[src/rtl/pairclk_pkg.sv]
package pairclk_pkg;
  // control word layout; the field positions are decoded by this block
  localparam int CTRL_W   = 8;
  localparam int EXP_LSB  = 0;
  localparam int EXP_W    = 4;
  localparam int GATE_BIT = 4;
  localparam int BYP_LSB  = 5;
  localparam int SRC_BIT  = 7;
  localparam int NUM_CH   = 2;

  // strobes passed from control to datapath
  typedef struct packed {
    logic             tick;   // a selected, gated reference tick
    logic             clear;  // restart the divider this cycle
    logic [EXP_W-1:0] expo;   // clamped divider exponent
  } divStrobe_t;
endpackage

[src/rtl/pairclk_ctl.sv]
module pairclk_ctl
  import pairclk_pkg::*;
#(
  parameter int MAX_EXP = 8
) (
  input  logic              clk,
  input  logic              rstN,
  input  logic [CTRL_W-1:0] ctrlWord,
  input  logic              refTickA,
  input  logic              refTickB,
  output divStrobe_t        strobe,
  output logic [NUM_CH-1:0] bypSel
);
  localparam logic [EXP_W-1:0] EXP_CAP = EXP_W'(MAX_EXP);

  logic [EXP_W-1:0] rawExp;
  logic [EXP_W-1:0] effExp;
  logic [EXP_W-1:0] prevExp;
  logic             gateOn;
  logic             selTick;

  always_comb begin
    rawExp  = ctrlWord[EXP_LSB +: EXP_W];
    effExp  = (rawExp > EXP_CAP) ? EXP_CAP : rawExp;
    gateOn  = ctrlWord[GATE_BIT];
    selTick = ctrlWord[SRC_BIT] ? refTickB : refTickA;
    strobe.tick  = gateOn & selTick;
    strobe.clear = ~gateOn | (effExp != prevExp);
    strobe.expo  = effExp;
  end

  // remember the exponent in use so that a change can restart the count
  always_ff @(posedge clk) begin
    if (!rstN) prevExp <= '0;
    else       prevExp <= effExp;
  end

  for (genvar ch = 0; ch < NUM_CH; ch++) begin : g_bypSel
    assign bypSel[ch] = ctrlWord[BYP_LSB + ch];
  end
endmodule

[src/rtl/pairclk_dp.sv]
module pairclk_dp
  import pairclk_pkg::*;
#(
  parameter int MAX_EXP = 8
) (
  input  logic              clk,
  input  logic              rstN,
  input  divStrobe_t        strobe,
  input  logic [NUM_CH-1:0] bypSel,
  input  logic [NUM_CH-1:0] chanEn,
  input  logic [NUM_CH-1:0] pwmIn,
  output logic              pairTick,
  output logic              pairClk,
  output logic [NUM_CH-1:0] bypClk,
  output logic [NUM_CH-1:0] chanOut
);
  localparam int CNT_W = (MAX_EXP > 0) ? MAX_EXP : 1;

  logic [CNT_W-1:0] divCnt;
  logic [CNT_W-1:0] lastCnt;
  logic             hit;

  always_comb begin
    // 2^m - 1 as a mask of m low ones
    lastCnt = ~({CNT_W{1'b1}} << strobe.expo);
    hit     = strobe.tick && (divCnt == lastCnt);
  end

  always_ff @(posedge clk) begin
    if (!rstN) begin
      divCnt   <= '0;
      pairTick <= 1'b0;
      pairClk  <= 1'b0;
    end else if (strobe.clear) begin
      divCnt   <= '0;
      pairTick <= 1'b0;
      pairClk  <= 1'b0;
    end else begin
      pairTick <= hit;
      if (strobe.tick) divCnt <= hit ? '0 : divCnt + 1'b1;
      if (hit) pairClk <= ~pairClk;
    end
  end

  for (genvar ch = 0; ch < NUM_CH; ch++) begin : g_chan
    assign bypClk[ch]  = pairClk & chanEn[ch];
    assign chanOut[ch] = bypSel[ch] ? bypClk[ch] : pwmIn[ch];
  end
endmodule

[src/rtl/pairclk_gen.sv]
module pairclk_gen
  import pairclk_pkg::*;
#(
  parameter int MAX_EXP = 8
) (
  input  logic        clk,
  input  logic        rstN,
  input  logic [7:0]  ctrlWord,
  input  logic        refTickA,
  input  logic        refTickB,
  input  logic [1:0]  chanEn,
  input  logic [1:0]  pwmIn,
  output logic        pairTick,
  output logic        pairClk,
  output logic [1:0]  bypClk,
  output logic [1:0]  chanOut
);
  divStrobe_t        strobe;
  logic [NUM_CH-1:0] bypSel;

  pairclk_ctl #(.MAX_EXP(MAX_EXP)) ctl_i (
    .clk(clk), .rstN(rstN), .ctrlWord(ctrlWord),
    .refTickA(refTickA), .refTickB(refTickB),
    .strobe(strobe), .bypSel(bypSel)
  );

  pairclk_dp #(.MAX_EXP(MAX_EXP)) dp_i (
    .clk(clk), .rstN(rstN), .strobe(strobe), .bypSel(bypSel),
    .chanEn(chanEn), .pwmIn(pwmIn),
    .pairTick(pairTick), .pairClk(pairClk),
    .bypClk(bypClk), .chanOut(chanOut)
  );
endmodule

[config.mk]
export PLATFORM = sky130hd
export DESIGN_NAME = pairclk_gen
export DESIGN_NICKNAME = d
export VERILOG_FILES = /design/src/rtl/pairclk_pkg.sv /design/src/rtl/pairclk_ctl.sv /design/src/rtl/pairclk_dp.sv /design/src/rtl/pairclk_gen.sv
export SDC_FILE = /design/constraint.sdc
export NUM_CORES = 1
export LEC_CHECK = 0
export ABC_AREA = 1
export ABC_CLOCK_PERIOD_IN_PS = 1600
export BUFFER_PORTS_ARGS = -buffer_cell sky130_fd_sc_hd__buf_2
export CAP_MARGIN = 25
export CORE_AREA = 5 5 54 56
export CTS_CLUSTER_SIZE = 30
export DETAILED_ROUTE_END_ITERATION = 12
export DIE_AREA = 0 0 59 61
export GPL_ROUTABILITY_DRIVEN = 0
export HOLD_SLACK_MARGIN = 0.08
export PLACE_DENSITY_LB_ADDON = 0.12
export SYNTH_ARGS = -nofsm -noshare
export SYNTH_HDL_FRONTEND = slang
export SYNTH_SLANG_ARGS = --single-unit
[constraint.sdc]
create_clock -name clk -period 1.6 [get_ports clk]
set_input_delay 0.32 -clock clk [delete_from_list [all_inputs] [get_ports clk]]
set_output_delay 0.32 -clock clk [all_outputs]
set_load 0.005 [all_outputs]
# After elaboration in Yosys (flattened, before gate mapping)
# Cells that the tools add are included.
# op_classes
n_eq_ne	2
div_mod_pow	0
n_mux	5
addsub	1
multipliers	0
n_reduce_logical	2
bitwise	8
shift	1
n_lt_le_gt_ge	1
# ops
cell	n
8-bit by 1-bit adder with 8-bit output (second input constant)	1
8-bit equality test	1
8-bit two-way mux	1
8-bit NOT	1
8-bit by 4-bit left shift with 8-bit output (first input constant)	1
4-bit > comparator (second input constant)	1
4-bit two-way mux	1
4-bit inequality test	1
1-bit AND	3
1-bit two-way mux	3
1-bit NOT	3
2-bit OR reduction	1
1-bit logical AND	1
1-bit bitwise OR	1
# totals
inputBits	16
out_inout_bits	6
wordCells	24
memories	0
romBits	0
ff_bits	14
ram_bits	0
latch_bits	0

# Longest topological paths before layout
# Gate-level depths: netlist of the first run.
# depth
depth_word	7
depth_mapped	11
ltp_nobuf	10

# Hierarchy
# Synthesis of the first run repeated with hierarchy kept, for this count alone.
# unflattened
hier_cells	169
hier_area_um2	1003.5
# modules_own_cells
module	n_inst	seq_area_each_um2	cells_each	area_per_inst_um2
pairclk_dp	1	200.2	128	760.7
pairclk_ctl	1	80.1	41	242.7

# Least setup slack after synthesis of the first run
# No wires, ideal clock.
# synth_timing
kind	input -> register
startpoint	input ctrlWord[1]
endpoint	register dp_i.divCnt[4]
t_arrival_ns	1.146
setup_time_ns	0.115
cell_stages	8
path_slack_ns	0.340
path_buffers	0
required_ns	1.485
cell_sequence	nor2_1 nand2_2 nand2_1 nand3_1 nor2_4 nand3_4 nand2_4 nor2_2
# synth_via
elab_chain_cells	7
elab_cells_between_ends	10
classes_between	order compare (1); eq/ne (2); shift (1); mux (2); bitwise (2); reduce/logical (2)
# synth_rtl
element	line	text
start, declared	pairclk_gen.sv:8	input logic [7:0] ctrlWord,
4-bit > comparator	pairclk_ctl.sv:24	effExp = (rawExp > EXP_CAP) ? EXP_CAP : rawExp;
4-bit two-way mux (*)	pairclk_ctl.sv:24	
8-bit by 4-bit left shift with 8-bit output	pairclk_dp.sv:25	lastCnt = ~({CNT_W{1'b1}} << strobe.expo);
8-bit NOT	pairclk_dp.sv:25	
8-bit equality test	pairclk_dp.sv:26	hit = strobe.tick && (divCnt == lastCnt);
1-bit logical AND	pairclk_dp.sv:26	
8-bit two-way mux	pairclk_dp.sv:40	if (strobe.tick) divCnt <= hit ? '0 : divCnt + 1'b1;
end signal, assigned	pairclk_dp.sv:40	
end, declared	pairclk_dp.sv:19	logic [CNT_W-1:0] divCnt;
# Every way passes the cells marked *; elsewhere a longest branch is shown, timed or not.
# A chain may end at the register's enable or synchronous reset.

# Final worst setup path of the first run
# layout_timing
startpoint	register dp_i.divCnt[0]
endpoint	register dp_i.divCnt[5]
# layout_via
elab_chain_cells	3
elab_cells_between_ends	4
classes_between	add/sub (1); eq/ne (1); mux (1); reduce/logical (1)
# layout_rtl
element	line
parallel branches: the longest is 2 deep, another holds 8-bit by 1-bit adder with 8-bit output	-
8-bit two-way mux (*)	pairclk_dp.sv:40
# Mark *: on every way between the ends.

==> results of run 1 <==
==> worst max-delay path by stage <==
stage	end	cells after the start	startpoint
after floorplan	dp_i.divCnt[4]	8	ctrlWord[1]
after global placement	dp_i.divCnt[4]	8	ctrlWord[3]
after detailed placement	dp_i.divCnt[6]	8	ctrlWord[3]
after CTS	dp_i.divCnt[5]	6	dp_i.divCnt[0]
after global routing	dp_i.divCnt[6]	9	dp_i.divCnt[0]
final	dp_i.divCnt[5]	6	dp_i.divCnt[0]
==> routing by layer <==
layer	track usage	vias up	share of wire
met2	0.270	28	0.48
met4	0.0583	0	0.018
met5	0	-	0
met3	0.0255	5	0.060
li1	-	549	-
met1	0.165	437	0.44
==> sequential cells by signal (all words and copies together), names as in the netlist <==
register,count
dp_i.divCnt,8
ctl_i.prevExp,4
dp_i.pairClk,1
dp_i.pairTick,1
==> worst min-delay path: cells and delay by family <==
family	cells	cell delay [ns]
simple gates	1	0.05
buf+inv	2	0.14
==> cells in the mapped netlist, types with 3 or more instances <==
cell,instances
sky130_fd_sc_hd__nand4_1,4
sky130_fd_sc_hd__o21ai_0,3
sky130_fd_sc_hd__nand2_2,3
sky130_fd_sc_hd__nor2_2,8
sky130_fd_sc_hd__dfxtp_1,14
sky130_fd_sc_hd__a21oi_1,3
sky130_fd_sc_hd__nor2_1,18
sky130_fd_sc_hd__inv_1,26
sky130_fd_sc_hd__nand3_1,14
sky130_fd_sc_hd__nand2_1,47
==> cell families (layout without fill, tap and decap cells) <==
family                     after synthesis  after routing
adders and majority gates                1              1
and+or+nand+nor                        106            106
DFF                                     14             14
AOI/OAI and AO/OA                        8              8
buffers and inverters                   29             54
xor gates and xnor gates                 3              3
==> layout make-up <==
class,count,area (µm²)
multi-input combinational,118,637
fill,272,1180
inverter,28,105
sequential,14,280
timing repair buffer,22,113
clock buffer,4,36.3
tap,30,37.5
==> power groups by stage <==
stage / clock [mW] / combinational (mW) / sequential, mW
2_1_floorplan: 0 / 0.0835 / 0.363
3_3_place_gp: 0 / 0.123 / 0.364
3_5_place_dp: 0 / 0.126 / 0.364
4_1_cts: 0.273 / 0.126 / 0.356
5_1_grt: 0.291 / 0.141 / 0.356
6_report: 0.266 / 0.126 / 0.356
==> per-stage QoR <==
| stage | hold WS [ns] | cell area (µm²) | cells | setup WS, ns |
|---|---|---|---|---|
| 6_report | 0.246 | 1210 | 216 | 0.213 |
| 3_5_place_dp | 0.512 | 1170 | 212 | 0.0206 |
| 2_1_floorplan | 0.413 | 1030 | 161 | 0.340 |
| 3_3_place_gp | 0.504 | 1170 | 212 | 0.0511 |
| 4_1_cts | 0.248 | 1210 | 216 | 0.213 |
| 5_1_grt | 0.256 | 1210 | 216 | 0.0471 |
==> summary.md, run 1 <==
| Metric | Value |
|---|---|
| Top cell type's share of synthesized area | `0.271` |
| Worst path arrival time | `1.57 ns` |
| Combinational group share of total power | `0.168` |
| Synthesized-area fraction occupied by adder cells | `0.0121` |
| Number of warnings issued by yosys | `0` |
| Total number of vias | `1,019` |
| Area growth from synthesis to layout | `16.9%` |
| Area of the core | `2390 µm²` |
| Number of setup buffers added after CTS | `0` |
| TritonCTS sink count | `14` |
| Worst Max-Slew Pin Slew | `0.318 ns` |
| Power share of the clock group | `0.356` |
| Post-CTS sizing | `0` |
| Distinct cells, synth | `26` |
| Initial standard-cell utilization of the core | `0.433` |
| Global-route wire length before repair | `4000 µm` |
| Dominant register cell in the synthesized netlist | `sky130_fd_sc_hd__dfxtp_1` |
| Number of flops mapped to enable cells by yosys | `0` |
| Die height | `61 µm` |
| Crit-path leading delay family | `simple AND/OR/NAND/NOR gates` |
| Maximum clock frequency | `721 MHz` |
| Post-synthesis compound-gate area fraction | `0.0460` |
| Total global routing track utilization | `0.146` |
| Launch point of the worst reg-to-reg path | `dp_i.divCnt[0]` |
| Total power draw | `747 µW` |
| Clock tree root buffer cell | `sky130_fd_sc_hd__clkbuf_4` |
| Number of nets with antenna violations after detailed routing | `0` |
| Source-to-sink clock delay at the later pin of the worst-skew pair | `0.29 ns` |
| Slew headroom | `0.787` |
| Start-to-end type of the worst setup path | `reg2reg` |
| Total Negative Setup Slacks | `0 ns` |
| Combined area of all synthesized cells | `1030 µm²` |
| Power density cells | `618 nW/µm²` |
| 1st-pass router iterations | `5` |
| Worst hold path startpoint | `rstN` |
| Endpoint of the worst hold path | `ctl_i.prevExp[3]` |
| Fin crit share | `0.867` |
| RR Endpoint | `dp_i.divCnt[5]` |
| ANT cells | `0` |
| Async SR Flop Fraction | `0` |
| Routed length per instance | `10.7 µm` |
| Die Width | `59 µm` |
| Number of instances on the worst hold path | `3` |
| Routed wire length | `2310 µm` |
| Cell at the slowest stage of the critical path | `sky130_fd_sc_hd__dfxtp_1` |
| Flop-to-flop setup slack | `0.21 ns` |
| HPWL Detailed | `1900 µm` |
| Net count after synthesis | `178` |
| Clock buffer depth | `2` |
| Per-instance average area after synthesis | `6.42 µm²` |
| Post-synthesis mux area share | `0` |
| Post-synthesis sequential element count | `14` |
| Maximum number of pins on one net before global-route repair | `12` |
| Number of failing hold endpoints at the final stage | `0` |
| Dominant cell type by count on the critical path | `sky130_fd_sc_hd__nor2_1` |
| Cell-by-cell listing of the critical path | `inv_1 -> nor2_1 -> nand4_1 -> nor2_1 -> xor2_1 -> nor2_2` |
| Total congestion overflow | `0` |
| Clk slew on worst S/H paths | `0.09 ns` |
| Internal portion of total power | `539 µW` |
| Unrepaired setup endpoints after global routing | `no` |
| Post-synth top area cell | `sky130_fd_sc_hd__dfxtp_1` |
| Delay contributed by the slowest stage of the critical path | `0.43 ns` |
| Buffering stage count on the worst path with inverters included | `1` |
| Leading cell types in the layout, fill and taps excluded | `sky130_fd_sc_hd__nand2_1 (47), sky130_fd_sc_hd__inv_1 (26), sky130_fd_sc_hd__buf_2 (21)` |
| Number of hold buffers added after cts | `0` |
| Data required, critical path | `1.79 ns` |
| Clock tree from TritonCTS | `built` |
| Sequential cell fraction of total power | `0.476` |
| Number of global-route vias before repair | `978` |
| Reported leakage power | `0.602 nW` |
| Final clock skew | `0.00454 ns` |
| Cells after synthesis | `161` |
| Count of standard-cell rows | `18` |
| Shortest period the worst path allows | `1.39 ns` |
| Result of the run | `complete, no violations` |
| I/O pin count | `22` |
| Die Outline Area | `3600 µm²` |
| Largest family of logic cells by synthesized area | `simple AND/OR/NAND/NOR gates` |
| PortBufs | `21` |
| Level count of the clock H-tree | `1` |
| Most common cell after layout, fill and taps aside | `sky130_fd_sc_hd__nand2_1` |
| Synth Area in XOR/XNOR | `0.0254` |
| Length in cells of the worst reg-to-reg path | `6` |
| Switching component of the power | `208 µW` |
| Setup-violating endpoint count in the final report | `0` |
| Fraction of layout instances using a drive strength above 1 | `0.269` |
| Kind of launch point of the worst setup path | `register` |
| Switching share of total power | `0.278` |
| Drt via density | `4.72` |
| IR Drop Worst-Case VDD | `0.347 mV` |
| Number of DRC markers in iteration 0 | `14` |
| Max Fanout on Critical Path | `5` |
| Category of the worst setup path capture point | `register` |
| Min-delay worst type | `in2reg` |
| Leading post-synthesis cells by cell area | `sky130_fd_sc_hd__dfxtp_1 (27%), sky130_fd_sc_hd__nand2_1 (17%), sky130_fd_sc_hd__inv_1 (9.4%)` |
| Max-Cap Viols | `0` |
| Remaining routing DRC violations | `0` |
| # nets final | `204` |
| Number of antenna violations at the first check in global routing | `0` |
| Final Core Density | `0.506` |
| Sequential area share after synthesis | `0.271` |
| Post-synthesis share of cell area spent on and, or, nand and nor gates | `0.533` |
| Slew Limit Fails | `0` |
| CTS buffer count | `3` |
Power figures use the tool's default switching activity.
==> inputs of run 2 (changes only) <==
SYNTH_HIERARCHICAL = 1   (was not set)
==> summary.md, run 2 <==
| Metric | Value |
|---|---|
| TritonCTS sink count | `14 (unchanged)` |
| Number of global-route vias before repair | `1,021 (+4.4%)` |
| I/O pin count | `22 (unchanged)` |
| Power density cells | `556 nW/µm² (-10%)` |
| Max Fanout on Critical Path | `7 (+2)` |
| Maximum number of pins on one net before global-route repair | `12 (unchanged)` |
| Worst path arrival time | `1.60 ns (+0.03 ns)` |
| Kind of launch point of the worst setup path | `primary input` |
| Slew headroom | `0.832 (+0.0451)` |
| Die Width | `59 µm (unchanged)` |
| Number of setup buffers added after CTS | `0 (unchanged)` |
| Synth Area in XOR/XNOR | `0.0175 (-0.00797)` |
| Area of the core | `2390 µm² (unchanged)` |
| Drt via density | `4.75 (+0.66%)` |
| Category of the worst setup path capture point | `register` |
| Clk slew on worst S/H paths | `0.08 ns (about the same)` |
| Count of standard-cell rows | `18 (unchanged)` |
| Source-to-sink clock delay at the later pin of the worst-skew pair | `0.27 ns (-0.02 ns)` |
| Setup-violating endpoint count in the final report | `0 (unchanged)` |
| 1st-pass router iterations | `4 (-1)` |
| Total congestion overflow | `0 (unchanged)` |
| Routed wire length | `2390 µm (+3.7%)` |
| # nets final | `220 (+7.8%)` |
| Number of flops mapped to enable cells by yosys | `0 (unchanged)` |
| Combined area of all synthesized cells | `1000 µm² (-2.9%)` |
| Most numerous cell in the Yosys netlist | `sky130_fd_sc_hd__nand2_1` |
| Dominant register cell in the synthesized netlist | `sky130_fd_sc_hd__dfxtp_1` |
| Async SR Flop Fraction | `0 (unchanged)` |
| Most common cell after layout, fill and taps aside | `sky130_fd_sc_hd__nand2_1` |
| Clock tree root buffer cell | `sky130_fd_sc_hd__clkbuf_4` |
| Total power draw | `700 µW (-6.3%)` |
| Fill cell total of the finished layout | `251 (-7.7%)` |
| ANT cells | `0 (unchanged)` |
| Data required, critical path | `1.77 ns (-0.02 ns)` |
| Maximum clock frequency | `700 MHz (-2.9%)` |
| Placed cell count | `228 (+7.5%)` |
| Worst Max-Slew Pin Slew | `0.249 ns (-0.0693 ns)` |
| Shortest period the worst path allows | `1.43 ns (+0.0421 ns)` |
| Net count after synthesis | `186 (+4.5%)` |
| CTS buffer count | `3 (unchanged)` |
| Post-synthesis mux area share | `0 (unchanged)` |
| Max-Cap Viols | `0 (unchanged)` |
| Post-route cell area | `1260 µm² (+4.1%)` |
| Global-route wire length before repair | `4110 µm (+2.8%)` |
| Fin crit share | `0.893 (+0.0263)` |
| Initial standard-cell utilization of the core | `0.420 (-0.0126)` |
| Post-Layout Cell Count | `231 (+6.9%)` |
| Placed Instance Area | `1210 µm² (+3.5%)` |
| Per-instance average area after synthesis | `5.94 µm² (-7.5%)` |
| Remaining routing DRC violations | `0 (unchanged)` |
| Area growth from synthesis to layout | `25.4%` |
| Total Negative Setup Slacks | `0 ns (unchanged)` |
| Reported leakage power | `0.682 nW (+13%)` |
| Number of failing hold endpoints at the final stage | `0 (unchanged)` |
| Die height | `61 µm (unchanged)` |
| Cells after synthesis | `169 (+5.0%)` |
| Number of warnings issued by yosys | `6 (+6)` |
| Distinct cells, synth | `19 (-27%)` |
| Largest regs | `dp_i/divCnt x8, ctl_i/prevExp x4` |
| Top cell type's share of synthesized area | `0.279 (+0.00812)` |
| Slew Limit Fails | `0 (unchanged)` |
| Largest register FFs | `8 (unchanged)` |
| Level count of the clock H-tree | `1 (unchanged)` |
| Leading cell types in the layout, fill and taps excluded | `sky130_fd_sc_hd__nand2_1 (45), sky130_fd_sc_hd__inv_1 (29), sky130_fd_sc_hd__buf_2 (21)` |
| PortBufs | `21 (unchanged)` |
| Top cells by count, synth | `sky130_fd_sc_hd__nand2_1 (47), sky130_fd_sc_hd__inv_1 (31), sky130_fd_sc_hd__nor2_1 (18), sky130_fd_sc_hd__nand3_1 (17), sky130_fd_sc_hd__dfxtp_1 (14)` |
| Post-synthesis sequential element count | `14 (unchanged)` |
| Total number of vias | `1,097 (+7.7%)` |
| Number of DRC markers in iteration 0 | `23 (+9)` |
| Worst hold path startpoint | `rstN` |
| Routed length per instance | `10.4 µm (-3.0%)` |
| Leading post-synthesis cells by cell area | `sky130_fd_sc_hd__dfxtp_1 (28%), sky130_fd_sc_hd__nand2_1 (18%), sky130_fd_sc_hd__inv_1 (12%)` |
| Result of the run | `complete, no violations` |
| Final clock skew | `0.00468 ns (+0.000141 ns)` |
| Start-to-end type of the worst setup path | `in2reg` |
| Startpoint of the most critical setup path | `ctrlWord[3]` |
| Launch point of the worst reg-to-reg path | `dp_i/divCnt[3]` |
| Sequential area share after synthesis | `0.279 (+0.00812)` |
| Clock tree from TritonCTS | `built` |
| Synthesized-area fraction occupied by adder cells | `0.0125 (+0.000362)` |
| Fraction of layout instances using a drive strength above 1 | `0.289 (+0.0197)` |
| Post-synthesis share of cell area spent on and, or, nand and nor gates | `0.493 (-0.0402)` |
| Hold slack final | `0.275 ns (+0.0288 ns)` |
| Min-delay worst type | `in2reg` |
| Total global routing track utilization | `0.149 (+0.00291)` |
| Post-synthesis compound-gate area fraction | `0.0449 (-0.00112)` |
| Largest family of logic cells by synthesized area | `simple AND/OR/NAND/NOR gates` |
| Clock buffer depth | `2 (unchanged)` |
| HPWL Detailed | `1950 µm (+2.4%)` |
| Number of antenna violations at the first check in global routing | `0 (unchanged)` |
| Die Outline Area | `3600 µm² (unchanged)` |
| Post-synth top area cell | `sky130_fd_sc_hd__dfxtp_1` |
| IR Drop Worst-Case VDD | `0.411 mV (+18%)` |
| Register containing the most flip-flops in the final layout | `dp_i/divCnt` |
| Number of nets with antenna violations after detailed routing | `0 (unchanged)` |
run 2: cell count changes after synthesis, moves of 2 or more:
cell / delta
sky130_fd_sc_hd__o21ai_0: +2
sky130_fd_sc_hd__nand3_1: +3
sky130_fd_sc_hd__inv_1: +5
sky130_fd_sc_hd__inv_2: +2
sky130_fd_sc_hd__nand4_1: +4
sky130_fd_sc_hd__buf_4: +2
sky130_fd_sc_hd__clkbuf_1: +2
sky130_fd_sc_hd__nor2_2: -3
sky130_fd_sc_hd__nand2_4: -2
run 2: layout make-up:
cell class	count	area, µm²	share of cell area
flip-flops and latches	14	280	0.223
inverters	35	131	0.104
repair buffers	33	195	0.155
clock buffers	3	22.5	0.0179
multi-input cells	116	592	0.470
well taps	30	37.5	0.0298
run 2: per-stage QoR:
stage               worst slack (ns)  utilization
global route               -0.000309        0.527
floorplan                      0.118            -
detailed placement            -0.183        0.508
CTS                            0.112        0.518
global placement             -0.0834        0.508
finish                         0.171        0.527
run 2: layer usage:
metal / vias up / global-route usage / part of all wire
met5: - / 0 / 0
met4: 0 / 0.0583 / 0.0079
met3: 2 / 0.0277 / 0.051
met2: 19 / 0.251 / 0.46
met1: 484 / 0.188 / 0.48
li1: 592 / - / -
run 2: worst paths after layout:
kind / to / slack (ns) / depth (start not counted)
setup / recovery: dp_i/divCnt[4] / 0.17 / 14
hold / removal: ctl_i/prevExp[3] / 0.28 / 3
setup reg to reg: dp_i/divCnt[4] / 0.25 / 9
hold reg to reg: dp_i/divCnt[0] / 0.54 / 2
run 2: cell families (layout without fill, tap and decap cells):
group | Yosys count | after routing
AND/OR/NAND/NOR | 104 | 104
buffers and inverters | 39 | 71
flip-flops | 14 | 14
AO/OA/AOI/OAI | 9 | 9
XOR/XNOR | 2 | 2
adder cells (fa/ha/maj) | 1 | 1
run 2: power by group:
part           internal, mW  switching [mW]  total [mW]  leakage, nW
clock                0.0870           0.109       0.196       0.0138
sequential            0.353         0.00254       0.356        0.114
combinational        0.0627          0.0850       0.148        0.555
run 2: what timing repair did:
item | in CTS | in global routing
hold buffers | 0 | 0
resized for setup | 0 | 8
endpoints found under the setup margin | 0 | 9
run 2: worst max-delay path, cell delays in order:
cell	delay, ns
sky130_fd_sc_hd__buf_2	0.12
sky130_fd_sc_hd__inv_2	0.06
sky130_fd_sc_hd__nand2_1	0.08
sky130_fd_sc_hd__inv_1	0.12
sky130_fd_sc_hd__inv_1	0.12
sky130_fd_sc_hd__nand2_1	0.08
sky130_fd_sc_hd__nand2_1	0.07
sky130_fd_sc_hd__nand2_1	0.06
sky130_fd_sc_hd__nor2_2	0.10
sky130_fd_sc_hd__nand2_1	0.07
sky130_fd_sc_hd__nor2_2	0.13
sky130_fd_sc_hd__nand3_4	0.13
sky130_fd_sc_hd__nand4_1	0.12
sky130_fd_sc_hd__inv_1	0.04
